File: config.mk
export PLATFORM = sky130hd
export DESIGN_NAME = link_rx_deframer
export DESIGN_NICKNAME = d
export VERILOG_FILES = /design/src/rtl/lrx_pkg.sv /design/src/rtl/lrx_lane_decode.sv /design/src/rtl/lrx_descrambler.sv /design/src/rtl/lrx_align_mon.sv /design/src/rtl/lrx_aux_asm.sv /design/src/rtl/link_rx_deframer.sv
export SDC_FILE = /design/constraint.sdc
export NUM_CORES = 1
export LEC_CHECK = 0
export ABC_CLOCK_PERIOD_IN_PS = 5000
export BUFFER_PORTS_ARGS = -buffer_cell sky130_fd_sc_hd__buf_2
export CAP_MARGIN = 15
export CORE_UTILIZATION = 45
export DETAILED_ROUTE_END_ITERATION = 12
export PLACE_DENSITY = 0.65
export SYNTH_ARGS = -nofsm -noshare
export SYNTH_HDL_FRONTEND = slang
export SYNTH_SLANG_ARGS = --single-unit
File: constraint.sdc
create_clock -name clk -period 5 [get_ports clk]
set_input_delay 0 -clock clk [delete_from_list [all_inputs] [get_ports clk]]
set_output_delay 0 -clock clk [all_outputs]
set_load 0.01 [all_outputs]
File: src/rtl/lrx_pkg.sv
`timescale 1ns/1ps
package lrx_pkg;
  localparam logic [2:0] SEL_IDLE = 3'b100;

  // Control code for a selection; head = first lane (table with commas)
  function automatic logic [7:0] ctrl_code(input logic head, input logic [2:0] sel);
    logic [7:0] c;
    if (head) begin
      case (sel)
        3'd0: c = 8'hBC;
        3'd1: c = 8'h3C;
        3'd2: c = 8'h1C;
        3'd3: c = 8'h5C;
        3'd4: c = 8'h7C;
        3'd5: c = 8'h9C;
        3'd6: c = 8'hDC;
        default: c = 8'hFC;
      endcase
    end else begin
      case (sel)
        3'd0: c = 8'h1C;
        3'd1: c = 8'h5C;
        3'd2: c = 8'h7C;
        3'd3: c = 8'h9C;
        3'd4: c = 8'hDC;
        3'd5: c = 8'hF7;
        3'd6: c = 8'hFB;
        default: c = 8'hFD;
      endcase
    end
    return c;
  endfunction

  function automatic logic is_comma(input logic [7:0] c);
    return (c == 8'h3C) || (c == 8'hBC) || (c == 8'hFC);
  endfunction

  function automatic logic [7:0] keystream(input logic [7:0] h1, input logic [7:0] h2);
    return h1 ^ h2 ^ {h2[3:0], h2[7:4]};
  endfunction
endpackage

File: src/rtl/lrx_lane_decode.sv
`timescale 1ns/1ps
module lrx_lane_decode import lrx_pkg::*; #(
  parameter int HEAD = 0
) (
  input  logic [7:0] char_in,
  input  logic       is_k,
  output logic [7:0] sym,
  output logic       comma,
  output logic       bad
);
  always_comb begin
    sym   = char_in;
    bad   = 1'b0;
    comma = is_k && is_comma(char_in);
    if (is_k) begin
      bad = 1'b1;
      sym = 8'h00;
      for (int s = 0; s < 8; s++) begin
        if (ctrl_code(HEAD != 0, 3'(s)) == char_in) begin
          bad = 1'b0;
          sym = {5'b0, 3'(s)};
        end
      end
    end
  end
endmodule

File: src/rtl/lrx_descrambler.sv
`timescale 1ns/1ps
module lrx_descrambler import lrx_pkg::*; #(
  parameter int LANES = 2
) (
  input  logic                  clk,
  input  logic                  rst,
  input  logic [LANES-1:0][7:0] sym_in,
  output logic [LANES-1:0][7:0] plain_out
);
  logic [7:0] h1_q, h2_q, h1_n, h2_n;

  always_comb begin
    h1_n = h1_q;
    h2_n = h2_q;
    for (int i = 0; i < LANES; i++) begin
      plain_out[i] = sym_in[i] ^ keystream(h1_n, h2_n);
      h2_n = h1_n;
      h1_n = sym_in[i];
    end
  end

  always_ff @(posedge clk) begin
    if (rst) begin
      h1_q <= 8'h00;
      h2_q <= 8'h00;
    end else begin
      h1_q <= h1_n;
      h2_q <= h2_n;
    end
  end
endmodule

File: src/rtl/lrx_align_mon.sv
`timescale 1ns/1ps
module lrx_align_mon #(
  parameter int LANES       = 2,
  parameter int ALIGN_COUNT = 16
) (
  input  logic             clk,
  input  logic             rst,
  input  logic [LANES-1:0] comma,
  output logic             aligned,
  output logic             reset_req
);
  localparam int CW = $clog2(ALIGN_COUNT + 1);
  logic [CW-1:0] cnt_q;
  logic          stray;

  generate
    if (LANES > 1) begin : g_multi
      assign stray = |comma[LANES-1:1];
    end else begin : g_single
      assign stray = 1'b0;
    end
  endgenerate

  always_ff @(posedge clk) begin
    if (rst) begin
      cnt_q     <= '0;
      aligned   <= 1'b0;
      reset_req <= 1'b0;
    end else if (stray) begin
      cnt_q     <= '0;
      aligned   <= 1'b0;
      reset_req <= 1'b1;
    end else if (comma[0] && !aligned) begin
      if (cnt_q == CW'(ALIGN_COUNT - 1)) begin
        cnt_q     <= '0;
        aligned   <= 1'b1;
        reset_req <= 1'b0;
      end else begin
        cnt_q <= cnt_q + 1'b1;
      end
    end
  end
endmodule

File: src/rtl/lrx_aux_asm.sv
`timescale 1ns/1ps
module lrx_aux_asm #(
  parameter int LANES = 2
) (
  input  logic                  clk,
  input  logic                  rst,
  input  logic                  en,
  input  logic [LANES-1:0][2:0] sel,
  output logic                  aux_valid,
  output logic [7:0]            aux_byte,
  output logic                  aux_last
);
  logic [7:0] acc_q, acc_n, pb_q, pb_n, ob;
  logic [1:0] cnt_q, cnt_n;
  logic       pend_q, pend_n, ov, ol;

  always_comb begin
    acc_n  = acc_q;
    cnt_n  = cnt_q;
    pend_n = pend_q;
    pb_n   = pb_q;
    ov = 1'b0;
    ob = pb_q;
    ol = 1'b0;
    if (en) begin
      for (int i = 0; i < LANES; i++) begin
        if (!sel[i][2]) begin
          if (pend_n) begin
            ov = 1'b1; ob = pb_n; ol = 1'b0; pend_n = 1'b0;
          end
          acc_n = {acc_n[5:0], sel[i][1:0]};
          if (cnt_n == 2'd3) begin
            pend_n = 1'b1;
            pb_n   = acc_n;
          end
          cnt_n = cnt_n + 2'd1;
        end else begin
          if (pend_n) begin
            ov = 1'b1; ob = pb_n; ol = 1'b1; pend_n = 1'b0;
          end
          cnt_n = 2'd0;
          acc_n = 8'h00;
        end
      end
    end
  end

  always_ff @(posedge clk) begin
    if (rst) begin
      acc_q <= 8'h00; cnt_q <= 2'd0; pend_q <= 1'b0; pb_q <= 8'h00;
      aux_valid <= 1'b0; aux_byte <= 8'h00; aux_last <= 1'b0;
    end else begin
      acc_q <= acc_n; cnt_q <= cnt_n; pend_q <= pend_n; pb_q <= pb_n;
      aux_valid <= ov; aux_byte <= ob; aux_last <= ol;
    end
  end
endmodule

File: src/rtl/link_rx_deframer.sv
`timescale 1ns/1ps
module link_rx_deframer import lrx_pkg::*; #(
  parameter int LANES       = 2,
  parameter int ALIGN_COUNT = 16
) (
  input  logic               clk,
  input  logic               rst,
  input  logic [LANES*8-1:0] rx_char,
  input  logic [LANES-1:0]   rx_is_k,
  output logic               rt_valid,
  output logic [LANES*8-1:0] rt_data,
  output logic               rt_sop,
  output logic               rt_eop,
  output logic               rt_abort,
  output logic               aux_valid,
  output logic [7:0]         aux_byte,
  output logic               aux_last,
  output logic               link_aligned,
  output logic               rx_reset_req,
  output logic               framing_err,
  output logic               code_err
);
  localparam int DW = LANES * 8;

  logic [LANES-1:0][7:0] rx_lane, sym, plain;
  logic [LANES-1:0][2:0] sel_eff;
  logic [LANES-1:0]      comma, bad;
  logic                  all_k, all_d, mixed;
  logic                  stg_v, stg_first;
  logic [DW-1:0]         stg_data;

  assign rx_lane = rx_char;
  assign all_k   = &rx_is_k;
  assign all_d   = ~|rx_is_k;
  assign mixed   = !all_k && !all_d;

  generate
    for (genvar g = 0; g < LANES; g++) begin : g_lane
      lrx_lane_decode #(.HEAD(g == 0 ? 1 : 0)) u_dec (
        .char_in (rx_lane[g]),
        .is_k    (rx_is_k[g]),
        .sym     (sym[g]),
        .comma   (comma[g]),
        .bad     (bad[g])
      );
      assign sel_eff[g] = bad[g] ? SEL_IDLE : plain[g][2:0];
    end
  endgenerate

  lrx_descrambler #(.LANES(LANES)) u_scr (
    .clk(clk), .rst(rst), .sym_in(sym), .plain_out(plain)
  );

  lrx_align_mon #(.LANES(LANES), .ALIGN_COUNT(ALIGN_COUNT)) u_align (
    .clk(clk), .rst(rst), .comma(comma),
    .aligned(link_aligned), .reset_req(rx_reset_req)
  );

  lrx_aux_asm #(.LANES(LANES)) u_aux (
    .clk(clk), .rst(rst), .en(all_k), .sel(sel_eff),
    .aux_valid(aux_valid), .aux_byte(aux_byte), .aux_last(aux_last)
  );

  // One-beat staging so the end of a packet is known when the beat leaves
  always_ff @(posedge clk) begin
    if (rst) begin
      stg_v <= 1'b0; stg_first <= 1'b0; stg_data <= '0;
      rt_valid <= 1'b0; rt_data <= '0; rt_sop <= 1'b0;
      rt_eop <= 1'b0; rt_abort <= 1'b0;
      framing_err <= 1'b0; code_err <= 1'b0;
    end else begin
      rt_valid    <= stg_v;
      rt_data     <= stg_data;
      rt_sop      <= stg_v && stg_first;
      rt_eop      <= stg_v && !all_d;
      rt_abort    <= stg_v && mixed;
      stg_first   <= !stg_v;
      stg_v       <= all_d;
      stg_data    <= plain;
      framing_err <= mixed;
      code_err    <= |(bad & rx_is_k);
    end
  end
endmodule

==> results of run 1 <==
==> registers in the layout, summed over array words and instances (netlist names), 2 cells and up <==
signal          cells
rt_data            16
stg_data           16
u_align.cnt_q       5
u_aux.acc_q         6
u_aux.aux_byte      8
u_aux.cnt_q         2
u_aux.pb_q          8
u_scr.h1_q          8
u_scr.h2_q          8
==> metrics by stage <==
| step | total power, mW | utilization (%) | worst slack, ns | hold slack, ns |
|---|---|---|---|---|
| after floorplan | 0.910 | - | 2.84 | 0.122 |
| after global placement | 0.957 | 50.2 | 2.47 | 0.282 |
| after detailed placement | 0.960 | 50.2 | 2.29 | 0.279 |
| after CTS | 1.38 | 53.1 | 2.25 | 0.00148 |
| after global routing | 1.44 | 53.1 | 2.04 | 0.0101 |
| final | 1.37 | 53.1 | 2.18 | 0.0210 |
==> routing by layer <==
metal / wire (um) / global-route usage [%]
met5: 0 / 0
met1: 3730 / 24.6
met4: 185 / 10.0
met2: 2950 / 25.4
met3: 317 / 3.88
==> Yosys cell counts, types with 3 or more instances <==
library cell | instances | area [um^2]
dfxtp_1 | 90 | 1800
nor2_1 | 47 | 176
xnor2_1 | 36 | 315
nand2_1 | 23 | 86.3
nor2b_1 | 22 | 138
a21oi_1 | 14 | 70.1
and2_1 | 14 | 87.6
mux2i_1 | 13 | 130
clkbuf_1 | 12 | 45.0
o21ai_0 | 10 | 50.1
inv_1 | 9 | 33.8
nand3_1 | 9 | 45.0
xor2_1 | 8 | 70.1
nor3_1 | 7 | 35.0
nand4_1 | 6 | 37.5
a31oi_1 | 5 | 31.3
ha_1 | 5 | 62.6
nand3b_1 | 4 | 30.0
and2b_2 | 3 | 26.3
buf_6 | 3 | 33.8
nand2b_1 | 3 | 18.8
or2_2 | 3 | 18.8
==> logic make-up after synthesis <==
family	after synthesis	synth area share [%]
adders and majority gates	5	1.65
and+or+nand+nor	158	22.1
xor gates and xnor gates	46	11.5
muxes	15	4.32
buffers and inverters	27	3.33
DFF	90	47.5
AOI/OAI and AO/OA	50	9.62
==> worst max-delay path by stage <==
stage	to	slack (ns)	cells past startpoint
after CTS	u_aux.pb_q[1]	2.25	11
after detailed placement	u_aux.pb_q[1]	2.29	9
final	u_aux.pb_q[1]	2.18	11
after global routing	u_aux.pb_q[1]	2.04	11
after global placement	u_aux.pb_q[4]	2.47	7
after floorplan	u_aux.pb_q[3]	2.84	11
==> area by class of cell <==
type	count	area share, %
multi-input cells	274	43.0
flip-flops and latches	90	41.5
repair buffers	61	7.90
clock buffers	11	3.03
well taps	105	3.03
inverters	9	0.778
clock inverters	5	0.721
==> cell usage in the layout (no fill, tap or decap), types with 6 or more instances in the layout <==
master	n
a21oi_1	14
and2_1	14
buf_2	53
clkbuf_8	9
dfxtp_1	90
dlygate4sd3_1	7
inv_1	9
mux2i_1	13
nand2_1	23
nand3_1	9
nand4_1	6
nor2_1	47
nor2b_1	22
nor3_1	7
o21ai_0	10
xnor2_1	36
xor2_1	8
==> worst min-delay path, cell delays in order <==
cell	delay, ns
buf_2	0.16
o21ai_0	0.09
a21oi_1	0.07
==> power breakdown <==
| part | switching [mW] | internal, mW |
|---|---|---|
| sequential | 0.0112 | 0.753 |
| clock | 0.243 | 0.179 |
| combinational | 0.101 | 0.0815 |
==> timing repair <==
item / 4_1_cts / 5_1_grt
hold endpoints to repair: 7 / 0
hold buffers: 7 / 0
endpoints found under the setup margin: 0 / 0
==> reports/metrics.cfg, run 1 <==
[run_status]
status=finished clean

[placed_design]
portBuffers=53
gp_congestion=0.873
hpwl_um=5070
place_area_um2=4110
place_inst=532

[final_layout]
drive_above_1_share_pct=19.6
layout.nets=470
multiInputGateArea_um2=1870
fin_area_um2=4340
regArea_um2=1800
final_cells=555
area_growth_pct=14.3
fillers=750
n_antenna_cell=0

[clocking]
numClockSinks=90
clock_latency_ns=0.35
clockRootBuffer=clkbuf_8
ctsResizeCount=0
clkTransAtPathRegs_ns=0.09
cts.path.max_buffers=2
cts_setup_buffers=0
cts_buffers=9
cts_tree=done
htree_levels=3

[setup_path]
r2r_start=u_scr.h2_q[2]
rr_worst_depth=9
crit_chain=dlygate4sd3_1 -> buf_2 -> nand3b_1 -> o32a_4 -> mux2i_1 -> inv_1 -> nor2_1 -> ha_1 -> nand2_1 -> or3_1 -> a31oi_1
start_kind=input port
worstPathArrival_ns=3.10
cp_max_fo=11
r2r_end=u_aux.pb_q[1]
endpoint_kind=flop
crit_type=input port to flop
path_delay_family=buffers and inverters
slowest_stage=mux2i_1
cpPeakStageDelay_ns=0.66
crit_buf_inv=3
startpoint=rx_char[3]
r2r_slack_ns=2.23
cp.required_ns=5.28

[die]
io_pins=54
die_area_um2=8810
die_y_um=93.8
initial_core_util_pct=46.4
rows=33
core_area_um2=8180
die_w_um=93.8

[sta]
slew_violations=0
min_period_ns=2.82
fmax_ghz=0.354
setup_viol=0
maxSlewHeadroom_pct=44.7
rsz0062_at_grt=false
hold_viol=0
skew_ns=0.00733
fin_crit_sh_pct=56.5
tightest_slew_ns=0.807
fin_setup_tns_ns=0

[synthesis]
synthDistinctLibCells=59
synth_fp_nets=416
syn_avg_cell_area_um2=9.71
netlist_instances=391
ys.warnings.count=0
synth_ff_type=dfxtp_1
synth_enable_flop_cells=0
yosysSeqAreaShare_pct=47.5
synthArstFlopShare_pct=0
netlist_area_um2=3800
ys_ff_latch=90

[global_route]
antenna_found_initial=0
grt_pass1_wl_um=12000
grt_pass1_vias=2475
grt_max_degree=66
grt_use_total_pct=17.8
grt-ovfl-total=0

[power]
peakVddDrop_mv=0.118
p_per_area_nw_per_um2=315
leakagePower_nw=1.82

[routing]
drc=0
ant_nets=0
via_count=2722
drt_iter0_markers=214
first_pass_iters=4
vias_per_cell=4.90
wl_um=7190
wire_per_inst_um=13.0

[worst_hold_path]
hp-start=rx_is_k[0]
hold_end=code_err
min_path_type=input port to flop
hold_path_depth=3

[flow_run]
maxCapViolCount=0

No activity file was read; power rests on OpenSTA's default activity.
==> run 2: changes to the inputs <==
ABC_AREA = 1   (was default)
ABC_CLOCK_PERIOD_IN_PS = 2350   (was 5000)
PLACE_DENSITY = 0.67   (was 0.65)
clock period = 2.35 ns   (was 5 ns; I/O delays follow)
==> reports/metrics.cfg, run 2 <==
[worst_hold_path]
hp-start=rx_char[1]
hold_path_depth=3
min_path_type=input port to flop
hold_end=u_scr.h2_q[1]

[routing]
via_count=3459
drt_iter0_markers=124
wl_um=8540
ant_nets=0
vias_per_cell=4.80
wire_per_inst_um=11.8
first_pass_iters=4
drc=0

[synthesis]
synth.area.top_cells=dfxtp_1 45%, nand2_1 15%, inv_1 6.3%
synthArstFlopShare_pct=0
netlist_instances=543
synth_ff_type=dfxtp_1
synth_enable_flop_cells=0
syn_avg_cell_area_um2=7.37
synthDistinctLibCells=35
netlist_area_um2=4000
synth_top_area_cell=dfxtp_1
synth.top_cell.area_share_pct=45.0
synth_common_cells=156 x nand2_1, 90 x dfxtp_1, 67 x inv_1
yosysMostFrequentCell=nand2_1
synth_fp_nets=568
ys_ff_latch=90
ys.warnings.count=0
yosysSeqAreaShare_pct=45.0

[die]
die_w_um=96.3
io_pins=54
die_y_um=96.3
die_area_um2=9280
core_area_um2=8680
initial_core_util_pct=46.1
rows=34

[sta]
hold_viol=0
fmax_ghz=0.454
fin_crit_sh_pct=93.8
slew_violations=0
min_period_ns=2.20
maxSlewHeadroom_pct=27.9
setup_viol=0
skew_ns=0.0102
tightest_slew_ns=1.08

[global_route]
grt_use_met2_pct=34.2
grt-ovfl-total=0
use_met1_pct=25.9
grt_pass1_vias=3150
use_met3_pct=2.84
grt_max_degree=48
grt_use_total_pct=20.0
antenna_found_initial=0
grt_pass1_wl_um=14300
grt-busiest-layer=met2

[power]
p_total_mw=3.20
leakagePower_nw=2.37
peakVddDrop_mv=0.367
p_sw_mw=0.852
switching_share_pct=26.6
clkPwrFrac_pct=36.6
p_int_mw=2.35
p_per_area_nw_per_um2=676
seqPwrFrac_pct=50.5
comb_power_share_pct=12.9

[final_layout]
utilization_pct=54.5
area_growth_pct=18.2
top_regs=rt_data x16, stg_data x16
n_antenna_cell=0
drive_above_1_share_pct=18.1
final_cell_mix=152 x nand2_1, 90 x dfxtp_1, 66 x inv_1, 62 x nor2_1, 51 x buf_2
layout.nets=633
fillers=840
final_common_cell=nand2_1

[setup_path]
rr_worst_depth=14
cpPeakStageDelay_ns=0.54
r2r_slack_ns=0.25
path_delay_family=simple AND/OR/NAND/NOR gates
cp.required_ns=2.61
r2r_end=u_aux.pb_q[0]
cpMostUsedCell=nand2_1
endpoint_kind=flop
crit_type=input port to flop
crit_chain=dlygate4sd3_1 -> buf_2 -> nand2_4 -> nor2_4 -> nand2_2 -> nand2_1 -> nor2_2 -> nand2_4 -> nand2_4 -> nand2_1 -> nand2_2 -> nand2_2 -> or2_1 -> inv_1 -> ha_2 -> inv_2 -> nor2_8 -> nand2_1 -> nand2_1 -> nand2_1
crit_buf_inv=4
cp_max_fo=8
slowest_stage=dlygate4sd3_1
start_kind=input port
worstPathArrival_ns=2.46
r2r_start=u_scr.h1_q[2]
startpoint=rx_char[3]

[clocking]
clockRootBuffer=clkbuf_8
cts_tree=done
cts.path.max_buffers=2
clock_latency_ns=0.36
htree_levels=3
clkTransAtPathRegs_ns=0.09
numClockSinks=90
cts_buffers=9

[placed_design]
portBuffers=53
gp_congestion=0.902
hpwl_um=6000

[flow_run]
maxCapViolCount=0

[run_status]
status=finished clean

-- run 2: final cells by class --
| cell class | count | area [um^2] | area share [%] |
|---|---|---|---|
| Clock buffer | 9 | 124 | 2.62 |
| Clock inverter | 7 | 101 | 2.14 |
| Inverter | 71 | 267 | 5.63 |
| Multi-Input combinational cell | 370 | 1910 | 40.4 |
| Sequential cell | 90 | 1800 | 38.1 |
| Tap cell | 108 | 135 | 2.86 |
| Timing Repair Buffer | 66 | 390 | 8.25 |
-- run 2: repair_timing --
action                                  4_1_cts  5_1_grt
setup buffers                                 0        3
endpoints found under the hold margin         8        0
endpoints found under the setup margin        0        9
gates resized for setup                       0       11
hold buffers                                  8        0
-- run 2: how the worst max path moves through the flow --
stage                     cells past startpoint       endpoint
after floorplan                              14  u_aux.pb_q[0]
after global placement                       14  u_aux.pb_q[0]
after detailed placement                     19  u_aux.pb_q[0]
after CTS                                    20  u_aux.pb_q[0]
after global routing                         20  u_aux.pb_q[2]
final                                        20  u_aux.pb_q[0]
-- run 2: cells by family after synthesis --
group,share of synthesized area [%]
and+or+nand+nor,32.7
DFF,45.0
buffers and inverters,8.00
AOI/OAI and AO/OA,6.38
xor gates and xnor gates,6.35
adders and majority gates,1.56
-- run 2: per-stage QoR --
stage	worst slack, ns	cell area [um^2]	TNS [ns]	std cells	hold WS, ns
after floorplan	0.334	4000	0	543	0.134
after global placement	0.246	4380	0	696	0.313
after detailed placement	0.189	4380	0	696	0.308
after CTS	0.0187	4680	0	720	0.0153
after global routing	-0.0145	4730	-0.0308	721	0.0515
final	0.146	4730	0	721	0.0261
-- run 2: power groups by stage --
stage	Sequential (mW)	Clock (mW)	Combinational, mW
after floorplan	1.66	0	0.262
after global placement	1.65	0	0.383
after detailed placement	1.65	0	0.388
after CTS	1.62	1.20	0.400
after global routing	1.62	1.26	0.461
final	1.62	1.17	0.411
-- run 2: per-layer routing --
| layer | part of all wire, % | wire length [um] |
|---|---|---|
| met1 | 47 | 3980 |
| met2 | 48 | 4100 |
| met3 | 4.0 | 343 |
| met4 | 1.4 | 123 |
| met5 | 0 | 0 |
-- run 2: worst reg2reg max path, stage by stage, from the launching register on --
cell and delay [ns]:
dfxtp_1 0.37, xor2_1 0.19, xor2_1 0.13, inv_1 0.13, nand3_1 0.10, nand2_2 0.10, nand2_2 0.05, or2_1 0.22
inv_1 0.07, ha_2 0.22, inv_2 0.07, nor2_8 0.15, nand2_1 0.07, nand2_1 0.08, nand2_1 0.05
==> run 3: changes to the inputs <==
CORE_UTILIZATION = 50   (was 45)
PLACE_DENSITY = 0.74   (was 0.67)
RECOVER_POWER = 50   (was default)
TNS_END_PERCENT = 20   (was default)
==> reports/metrics.cfg, run 3 (synthesized netlist as in run 2, its figures left out) <==
[run_status]
status=finished clean

[worst_hold_path]
hold_path_depth=3
hold_end=u_scr.h2_q[1]
min_path_type=input port to flop
hp-start=rx_is_k[0]

[clocking]
cts_tree=done
clkTransAtPathRegs_ns=0.08
clock_latency_ns=0.36
clockRootBuffer=clkbuf_8
cts.path.max_buffers=2
cts_buffers=9
numClockSinks=90
htree_levels=3

[die]
rows=32
die_area_um2=8370
die_w_um=91.5
initial_core_util_pct=51.8
io_pins=54
core_area_um2=7730
die_y_um=91.5

[final_layout]
n_antenna_cell=0
layout.nets=637
area_growth_pct=17.0
fin_area_um2=4680
final_cells=719
drive_above_1_share_pct=13.5
final_cell_mix=153 x nand2_1, 90 x dfxtp_1, 66 x inv_1, 62 x nor2_1, 30 x clkbuf_1
final_common_cell=nand2_1
top_regs=rt_data x16, stg_data x16

[power]
p_sw_mw=0.842
peakVddDrop_mv=0.278
comb_power_share_pct=13.3
p_per_area_nw_per_um2=661
leakagePower_nw=2.25
clkPwrFrac_pct=34.5
p_total_mw=3.10
seqPwrFrac_pct=52.2
switching_share_pct=27.2
p_int_mw=2.26

[routing]
drc=0
wl_um=8700
vias_per_cell=4.91
routedLengthMet1_um=4090
first_pass_iters=4
via_count=3527
top_layer=met4
wl_met3_um=383
wire_per_inst_um=12.1
ant_nets=0
dr_wl_met2_um=4070
drt_iter0_markers=189

[global_route]
grt_pass1_wl_um=14700
grt-ovfl-total=0
antenna_found_initial=0
grt_use_total_pct=22.0
grt_max_degree=26
grt_pass1_vias=3308

[setup_path]
endpoint_kind=flop
r2r_slack_ns=0.27
crit_chain=dlygate4sd3_1 -> buf_2 -> inv_1 -> nand2_1 -> nor2_4 -> nand2_2 -> nand2_1 -> nor2_2 -> nand2_4 -> nand3_1 -> nand2_2 -> nand2_2 -> or2_1 -> inv_2 -> ha_4 -> inv_1 -> nor2_8 -> nand2_1 -> nand2_1 -> nand2_1
cp_max_fo=8
path_delay_family=simple AND/OR/NAND/NOR gates
cpPeakStageDelay_ns=0.53
cpMostUsedCell=nand2_1
rr_worst_depth=13
crit_type=input port to flop
slowest_stage=dlygate4sd3_1
cp.required_ns=2.59
crit_buf_inv=5
r2r_start=u_scr.h1_q[2]
r2r_end=u_aux.pb_q[0]
worstPathArrival_ns=2.50
start_kind=input port

[flow_run]
maxCapViolCount=0

[sta]
min_period_ns=2.26
slew_violations=0
hold_viol=0
skew_ns=0.0184
fmax_ghz=0.442
fin_crit_sh_pct=96.2
tightest_slew_ns=1.15
maxSlewHeadroom_pct=23.3
setup_viol=0

[placed_design]
place_inst=690
portBuffers=53
gp_congestion=0.865
place_area_um2=4370
hpwl_um=6090

## run 3: cell types whose count changed in the layout (fill, tap and decap cells not counted), sizes merged
cell	before	now
inv	72	71
dlymetal6s4s	1	0
bufinv	2	1
dlygate4sd3	7	8
clkbuf	9	40
buf	58	32
clkinv	3	4
## run 3: through the flow
stage | hold WS, ns | utilization, % | setup WS (ns) | setup TNS (ns)
2_1_floorplan | 0.134 | - | 0.334 | 0
3_3_place_gp | 0.289 | 56.6 | 0.293 | 0
3_5_place_dp | 0.296 | 56.6 | 0.209 | 0
4_1_cts | 0.00363 | 60.2 | 0.0180 | 0
5_1_grt | 0.0509 | 60.6 | -0.0352 | -0.102
6_report | 0.0362 | 60.6 | 0.0896 | 0
## run 3: what timing repair did
item / 4_1_cts / 5_1_grt
setup endpoints to repair: 0 / 8
setup buffers: 0 / 5
endpoints found under the hold margin: 8 / 0
resized for setup: 0 / 9
hold buffers: 8 / 0
## run 3: power by group through the flow
| stage | registers [mW] | logic, mW | clock network [mW] |
|---|---|---|---|
| after CTS | 1.62 | 0.400 | 1.09 |
| after floorplan | 1.66 | 0.262 | 0 |
| final | 1.62 | 0.413 | 1.07 |
| after global routing | 1.62 | 0.459 | 1.15 |
| after detailed placement | 1.65 | 0.388 | 0 |
| after global placement | 1.65 | 0.384 | 0 |
## run 3: final cells by class
cell class,instances,area (um^2)
clock buffer,10,138
clock inverter,6,65.1
fill,705,3040
inverter,71,267
multi-input combinational,370,1910
sequential,90,1800
tap,102,128
timing repair buffer,70,373
## run 3: worst max path at each step
stage	from	end	slack, ns	depth (start not counted)
floorplan	u_scr.h1_q[2]	u_aux.pb_q[0]	0.33	14
global placement	u_scr.h1_q[2]	u_aux.pb_q[6]	0.29	14
detailed placement	rx_char[3]	u_aux.pb_q[1]	0.21	19
CTS	rx_char[3]	u_aux.pb_q[0]	0.02	20
global route	rx_char[1]	u_aux.pb_q[0]	-0.04	20
finish	rx_char[1]	u_aux.pb_q[0]	0.09	20
## run 3: worst register-to-register path: cells and delay by family, from the launching register on
kind          cells  cell delay [ns]
fa+ha+maj         1             0.14
buf+inv           2             0.17
flops             1             0.38
simple gates      8             0.85
xor+xnor          2             0.43
## run 3: routing by layer
layer | GRT usage, % | vias up
li1 | - | 1822
met1 | 28.3 | 1592
met2 | 36.1 | 98
met3 | 3.77 | 15
met4 | 9.92 | 0
met5 | 0 | -
